<file path="src/rtl/cyc_tally_pkg.sv">
package cyc_tally_pkg;
  // Strobes passed from the control module to the datapath.
  typedef struct packed {
    logic tick;      // advance the count this edge
    logic zero;      // clear the count this edge
    logic longMode;  // overflow is taken from the full width
  } cntStrobe_t;
endpackage

</file>
<file path="src/rtl/cyc_tally_ctrl.sv">
module cyc_tally_ctrl
  import cyc_tally_pkg::*;
#(
  parameter int PRESC_W = 6
) (
  input  logic       clk,
  input  logic       rstN,
  input  logic       cfgWrEn,
  input  logic       cfgEnable,
  input  logic       cfgDivide,
  input  logic       cfgLong,
  input  logic       cfgGateProhib,
  input  logic       cfgExport,
  input  logic       cfgClearCnt,
  input  logic       prohibit,
  input  logic       freeze,
  output cntStrobe_t strobe,
  output logic [5:0] ctrlView,
  output logic       exportEn
);
  localparam logic [PRESC_W-1:0] PRESC_LAST = {PRESC_W{1'b1}};

  logic enR, divR, longR, gateR, expR;
  logic [PRESC_W-1:0] presc;
  logic active, divEff, zeroNow;

  always_ff @(posedge clk or negedge rstN) begin
    if (!rstN) begin
      enR   <= 1'b0;
      divR  <= 1'b0;
      longR <= 1'b0;
      gateR <= 1'b0;
      expR  <= 1'b0;
    end else if (cfgWrEn) begin
      enR   <= cfgEnable;
      divR  <= cfgDivide;
      longR <= cfgLong;
      gateR <= cfgGateProhib;
      expR  <= cfgExport;
    end
  end

  always_comb begin
    active  = enR && !(gateR && (prohibit || freeze));
    divEff  = divR && !longR;
    zeroNow = cfgWrEn && cfgClearCnt;
  end

  // Prescaler: holds while not active, restarts on a clear write.
  always_ff @(posedge clk or negedge rstN) begin
    if (!rstN)                 presc <= '0;
    else if (zeroNow)          presc <= '0;
    else if (active && divEff) presc <= presc + 1'b1;
  end

  always_comb begin
    strobe.zero     = zeroNow;
    strobe.tick     = !zeroNow && active && (!divEff || presc == PRESC_LAST);
    strobe.longMode = longR;
    ctrlView        = {expR, gateR, longR, divR, 1'b0, enR};
    exportEn        = expR && !prohibit;
  end
endmodule

</file>
<file path="src/rtl/cyc_tally_dp.sv">
module cyc_tally_dp
  import cyc_tally_pkg::*;
#(
  parameter int CNT_W   = 64,
  parameter int SHORT_W = 32
) (
  input  logic             clk,
  input  logic             rstN,
  input  cntStrobe_t       strobe,
  input  logic             ovfClear,
  output logic [CNT_W-1:0] count,
  output logic             ovfFlag
);
  localparam int LOW_W = (SHORT_W < CNT_W) ? SHORT_W : CNT_W;

  logic lowFull, allFull, wrapNow;

  generate
    if (LOW_W == CNT_W) begin : gSameWidth
      assign lowFull = &count;
    end else begin : gSplitWidth
      assign lowFull = &count[LOW_W-1:0];
    end
  endgenerate

  always_comb begin
    allFull = &count;
    wrapNow = strobe.tick && (strobe.longMode ? allFull : lowFull);
  end

  always_ff @(posedge clk or negedge rstN) begin
    if (!rstN)            count <= '0;
    else if (strobe.zero) count <= '0;
    else if (strobe.tick) count <= count + 1'b1;
  end

  always_ff @(posedge clk or negedge rstN) begin
    if (!rstN)         ovfFlag <= 1'b0;
    else if (wrapNow)  ovfFlag <= 1'b1;
    else if (ovfClear) ovfFlag <= 1'b0;
  end
endmodule

</file>
<file path="src/rtl/cyc_tally.sv">
module cyc_tally
  import cyc_tally_pkg::*;
#(
  parameter int CNT_W   = 64,
  parameter int SHORT_W = 32,
  parameter int PRESC_W = 6
) (
  input  logic             clk,
  input  logic             rstN,
  input  logic             cfgWrEn,
  input  logic             cfgEnable,
  input  logic             cfgDivide,
  input  logic             cfgLong,
  input  logic             cfgGateProhib,
  input  logic             cfgExport,
  input  logic             cfgClearCnt,
  input  logic             prohibit,
  input  logic             freeze,
  input  logic             ovfClear,
  output logic [CNT_W-1:0] count,
  output logic             ovfFlag,
  output logic             exportEn,
  output logic [5:0]       ctrlView
);
  cntStrobe_t strobe;

  cyc_tally_ctrl #(.PRESC_W(PRESC_W)) uCtrl (
    .clk(clk), .rstN(rstN), .cfgWrEn(cfgWrEn), .cfgEnable(cfgEnable),
    .cfgDivide(cfgDivide), .cfgLong(cfgLong), .cfgGateProhib(cfgGateProhib),
    .cfgExport(cfgExport), .cfgClearCnt(cfgClearCnt), .prohibit(prohibit),
    .freeze(freeze), .strobe(strobe), .ctrlView(ctrlView), .exportEn(exportEn)
  );

  cyc_tally_dp #(.CNT_W(CNT_W), .SHORT_W(SHORT_W)) uDp (
    .clk(clk), .rstN(rstN), .strobe(strobe), .ovfClear(ovfClear),
    .count(count), .ovfFlag(ovfFlag)
  );
endmodule

</file>
<file path="config.mk">
export PLATFORM = sky130hd
export DESIGN_NAME = cyc_tally
export DESIGN_NICKNAME = d
export VERILOG_FILES = /design/src/rtl/cyc_tally_pkg.sv /design/src/rtl/cyc_tally_ctrl.sv /design/src/rtl/cyc_tally_dp.sv /design/src/rtl/cyc_tally.sv
export SDC_FILE = /design/constraint.sdc
export NUM_CORES = 1
export LEC_CHECK = 0
export BUFFER_PORTS_ARGS = -buffer_cell sky130_fd_sc_hd__buf_2
export CAP_MARGIN = 20
export CORE_MARGIN = 2
export CORE_UTILIZATION = 55
export CTS_BUF_LIST = sky130_fd_sc_hd__clkbuf_16
export CTS_CLUSTER_DIAMETER = 80
export DETAILED_ROUTE_END_ITERATION = 10
export PLACE_DENSITY = 0.88
export SYNTH_ARGS = -nofsm -noshare
export SYNTH_HDL_FRONTEND = slang
export SYNTH_SLANG_ARGS = --single-unit
</file>
<file path="constraint.sdc">
create_clock -name clk -period 2.4 [get_ports clk]
set_input_delay 0.48 -clock clk [delete_from_list [all_inputs] [get_ports clk]]
set_output_delay 0.48 -clock clk [all_outputs]
set_load 0.05 [all_outputs]
</file>
Word-level counts from Yosys, hierarchy flattened
Index checks and enable logic that the tools add are counted.
Cells by class
  add/subtract/negate cells: 2
  $mul: 0
  div/mod/pow operators: 0
  magnitude comparators: 0
  equality and inequality tests: 1
  shift operators: 0
  muxes and demuxes: 7
  bitwise logic cells: 0
  reductions and logical operators: 21
Operators by type and width (number)
  $mux W64: 2
  $add A64 B1 Y64 const B: 1
  $reduce_and A64 Y1: 1
  $reduce_and A32 Y1: 1
  $mux W6: 2
  $logic_and A1 B1 Y1: 9
  $add A6 B1 Y6 const B: 1
  $eq A6 B6 Y1 const B: 1
  $reduce_bool A2 Y1: 3
  $logic_not A1 Y1: 5
  $mux W1: 3
  $logic_or A1 B1 Y1: 2
Word-level totals
  bits in registers: 76
  latch bits: 0
  RAM bits: 0
  bits in read-only memories: 0
  output and inout bits: 72
  word-level logic and storage cells: 39
  memories kept: 0

Longest topological paths before layout
  depth after elaboration: 8
  depth in mapped cells: 8

Modules after synthesis
A second synthesis with hierarchy kept.
Unflattened totals
  cell total of the unflattened synthesis: 441
  area total of the unflattened synthesis: 4169.0 µm²
Modules (own cells, without submodules)
  cyc_tally_dp: instances 1, cells each 378, area each 3524.6 µm²
  cyc_tally_ctrl: instances 1, cells each 63, area each 644.4 µm²

Worst setup path after synthesis
Ideal clock, no wire load.
  kind: flip-flop to flip-flop
  start point: register uDp.count[2]
  end point: register uDp.count[41]
  arrival time: 2.213 ns
  path slack: 0.109 ns
  stages on the path, launching flop included: 7
  path buffers: 1
  clock period less this slack: 2.291 ns
  cell sequence: dfrtp_1 > nand4_2 > nor4_4 > nand2_2 > buf_2 > or4_1 > a21oi_1
Between the ends
  word-level cells in the longest chain between the ends: 3
Ends and longest elaborated chain
  start, declared: line cyc_tally_dp.sv:11  | output logic [CNT_W-1:0] count,
  start signal, assigned: line cyc_tally_dp.sv:34  | else if (strobe.tick) count <= count + 1'b1;
  $add A64 B1 Y64: line cyc_tally_dp.sv:34
  $mux W64: line cyc_tally_dp.sv:34
  $mux W64: line cyc_tally_dp.sv:33  | else if (strobe.zero) count <= '0;
No other way between the ends. The select of a mux whose other input is x is not followed.
A chain may end at the register's enable or synchronous reset.

Worst setup path in the final report
  start point: register uCtrl.presc[0]
  end point: register uDp.count[48]
Between the ends
  word-level cells in the longest chain between the ends: 4
Ends and longest elaborated chain
  start, declared: line cyc_tally_ctrl.sv:24  | logic [PRESC_W-1:0] presc;
  start signal, assigned: line cyc_tally_ctrl.sv:53  | else if (active && divEff) presc <= presc + 1'b1;
  $eq A6 B6 Y1: line cyc_tally_ctrl.sv:58  | strobe.tick = !zeroNow && active && (!divEff || presc == PRESC_LAST);
  $logic_or A1 B1 Y1: line cyc_tally_ctrl.sv:58
  $logic_and A1 B1 Y1: line cyc_tally_ctrl.sv:58
  $reduce_bool A2 Y1 (no line)
No other way between the ends.

==> impl_results.rst <==
.. list-table::
   :header-rows: 1

   * - Metric
     - Value
   * - Layout Utilization
     - between 60% and 70%
   * - Area growth from synthesis to layout
     - 21.2%
   * - Initial Utilization
     - roughly 57%
   * - Die width
     - 91.5 um
   * - Clock input transition at the sequential cells of the worst setup and hold paths
     - about 0.06 ns
   * - Crit path capture type
     - flop
   * - Origin of the worst setup path
     - uCtrl.presc[0]
   * - Final routed DRC violation total
     - 0
   * - Global route overflow
     - 0
   * - H-Tree Depth
     - 3
   * - Master of the slowest instance on the critical path
     - sky130_fd_sc_hd__or4_1
   * - All-Layer GR Usage
     - ~29%
   * - Non-Filler Cell Area, Final
     - ~0.0051 mm2
   * - Post-detailed-route wirelength per cell
     - around 18 um
   * - Post-synthesis instance total
     - around 450
   * - Clock tree buffer depth
     - 2
   * - Die area
     - about 0.0084 mm2
   * - Worst clock skew on the final layout
     - 0.00554 ns
   * - Maximum VDD drop
     - slightly above 400 uV
   * - Outcome
     - complete, no violations
   * - Top achievable clock speed
     - ~430 MHz
   * - Number of DRC violations after detailed-routing iteration 0
     - between 400 and 500
   * - # diodes
     - 0
   * - Leading cell type in the layout, fill and taps excluded
     - sky130_fd_sc_hd__buf_2
   * - Final instance count without filler cells
     - between 600 and 700
   * - Antenna violations before repair
     - 0
   * - Sequential fraction of the synthesis area
     - a little under half
   * - Hold slack final
     - ~0.11 ns
   * - Nets@finish
     - 560
   * - Final cycle utilization of the critical path
     - between 90 and 100%
   * - Vert. Die Dim
     - just over 90 um
   * - Total routed wirelength
     - 11,700 um
   * - Maximum fanout count along the critical path
     - 10
   * - Static Leakage
     - between 2 and 2.5 nW
   * - Synth warnings
     - 0
   * - Via count of the first global-routing pass
     - ~4,000
   * - Num CTS Buffers
     - 9
   * - Number of nets in the synthesized netlist
     - around 470
   * - Nature of the critical path startpoint
     - flop
   * - Clk sink count
     - 76
   * - Post-placement cell count
     - between 600 and 700
   * - Worst slack after detailed placement
     - ~0.047 ns
   * - Number of top-level pins
     - 84
   * - Setup repair after global routing missed its margin
     - true
   * - Critical Path RT
     - ~2.7 ns
   * - Delay of the slowest cell on the worst path
     - 0.62 ns
   * - Pin count of the biggest net entering global routing
     - between 50 and 60
   * - Worst setup slack after layout
     - between 0.08 and 0.09 ns
   * - Cell area after placement
     - approximately 0.0048 mm2
   * - Number of enable flip-flop cells after synthesis
     - 0
   * - Weighted congestion reported at the end of routability-driven placement
     - 0.902
   * - Antenna Nets Post-Route
     - 0
   * - Number of distinct library cell variants in the gate-level netlist after synthesis
     - 48
   * - Slew Limit Headroom
     - 65.6%
   * - Synth async-reset ratio
     - between 90% and 100%
   * - Commonest cells after routing, fill and taps aside
     - sky130_fd_sc_hd__buf_2 (81), sky130_fd_sc_hd__dfrtp_1 (76), sky130_fd_sc_hd__nand2_1 (47), sky130_fd_sc_hd__nor2_1 (37), sky130_fd_sc_hd__nand4_1 (32)
   * - Via-to-Cell Ratio
     - ~6.4
   * - DRT Pass-1 Iters
     - 6
   * - Max-cap viol count
     - 0
   * - Fraction of layout instances using a drive strength above 1
     - 24.2%
   * - Post-Syn Area
     - roughly 0.0042 mm2
   * - Number of max-slew violations in the final report
     - 0
   * - Worst path bufs/invs
     - 0
   * - Class of the worst hold path
     - input port to async pin
   * - Post-Synthesis Mean Instance Area
     - approximately 9.3 um2
   * - CP Cell Sequence
     - ha_1 > and3_1 > a31o_2 > nand3_1 > or4_1 > a21oi_1
   * - TritonCTS clock tree
     - done
   * - Standard-cell row count
     - 31
   * - Count of endpoints failing setup in the final report
     - 0
   * - Final critical-path required period
     - 2.31 ns
   * - Latest clock arrival within the worst-skew pair
     - 0.34 ns
   * - HPWL after detailed placement
     - about 8000 um
   * - Count of state elements after synthesis
     - between 70 and 80
   * - Total number of vias
     - between 4,000 and 5,000
   * - Critical Setup Path Class
     - flop to flop
   * - Largest delay contributor family on the critical path
     - simple AND/OR/NAND/NOR gates
   * - Area inside the core boundary
     - around 0.0073 mm2
   * - PD cells
     - about 570 mW/mm2
   * - Startpoint of the most critical register-to-register path
     - uCtrl.presc[0]
   * - Commonest register cell after synthesis
     - sky130_fd_sc_hd__dfrtp_1
   * - Clock root buffer master
     - sky130_fd_sc_hd__clkbuf_16
   * - Global-route wire length before repair
     - 19,100 um
   * - Hold Vio Cnt, Final
     - 0
   * - Arrival time reported for the critical path endpoint
     - around 2.6 ns
   * - Slew at the pin closest to its max-slew limit
     - around 0.52 ns
   * - Number of I/O port buffers
     - between 80 and 90
## Yosys cell counts, drive strengths merged (2+ instances only)
cell | number | area (um2)
nor2 | 37 | 139
nor4b | 2 | 17.5
nor4 | 12 | 103
o21a | 2 | 15.0
o211ai | 3 | 22.5
nor3 | 12 | 71.3
clkbuf | 11 | 41.3
mux2 | 4 | 45.0
nand4 | 35 | 246
or4 | 17 | 128
o311ai | 2 | 17.5
o41ai | 2 | 17.5
nand2b | 5 | 31.3
and3 | 6 | 37.5
o31ai | 15 | 113
a21oi | 26 | 130
buf | 15 | 93.8
o21ai | 16 | 80.1
and4 | 7 | 61.3
mux2i | 12 | 120
xnor2 | 8 | 70.1
or3 | 14 | 87.6
xor2 | 16 | 140
and2 | 6 | 37.5
nand2 | 48 | 183
nand3 | 24 | 120
ha | 2 | 25.0
dfrtp | 76 | 1900
inv | 9 | 33.8
## area by class of cell
type	count	area [um2]
clock inverters	6	50.0
multi-input cells	343	2150
clock buffers	9	225
inverters	9	33.8
repair buffers	107	613
flip-flops and latches	76	1900
well taps	99	124
fillers	546	2230
## report_power, final
group / internal (mW) / switching [mW]
sequential: 1.31 / 0.0332
combinational: 0.0693 / 0.194
clock: 0.782 / 0.499
## cell families after synthesis
kind of cell / after synthesis / synth area share, %
DFF: 76 / 45.2
AOI/OAI and AO/OA: 71 / 10.4
and+or+nand+nor: 229 / 30.8
xor gates and xnor gates: 24 / 5.00
muxes: 16 / 3.93
buffers and inverters: 35 / 4.02
adders and majority gates: 2 / 0.595
other: 1 / 0.0891
## repair_timing
item	CTS	global route
endpoints found under the setup margin	0	6
resized for setup	0	2
hold buffers	0	0
setup buffers	0	1
## routing by layer
metal  wire [um]  vias to the layer above  track usage [%]
li1            -                     1865                -
met1        4790                     1986             38.4
met2        5690                      248             45.5
met3        1050                       27             6.31
met4         195                        0             10.4
met5           0                        -                0
## stage by stage
stage	total power [mW]	TNS, ns
final	2.88	0
after global routing	2.98	-0.0305
after CTS	2.89	0
after detailed placement	1.62	0
after global placement	1.61	0
after floorplan	1.54	0
## worst register-to-register path, delay by kind of cell, from the launching register on
| family | cells | cell delay [ns] |
|---|---|---|
| AOI/OAI and AO/OA | 2 | 0.43 |
| adders and majority gates | 1 | 0.22 |
| and+or+nand+nor | 3 | 1.19 |
| DFF | 1 | 0.40 |
## sequential cells by signal, summed over array words and instances (netlist names)
signal / count
uDp.count: 64
uCtrl.presc: 6
uCtrl.divR: 1
uCtrl.enR: 1
uCtrl.expR: 1
uCtrl.gateR: 1
uCtrl.longR: 1
uDp.ovfFlag: 1
## path summary, 6_finish.rpt
path                                        to  slack, ns  cells past startpoint
worst max register to register   uDp.count[48]       0.09                      6
worst min-delay path            uCtrl.presc[0]       0.11                      1
worst max-delay path             uDp.count[48]       0.09                      6
worst min register to register   uDp.count[61]       0.52                      1
max in group asynchronous        uDp.count[50]       1.69                      2
min in group clk                   uDp.ovfFlag       0.34                      2
No activity file was read; power rests on OpenSTA's default activity.
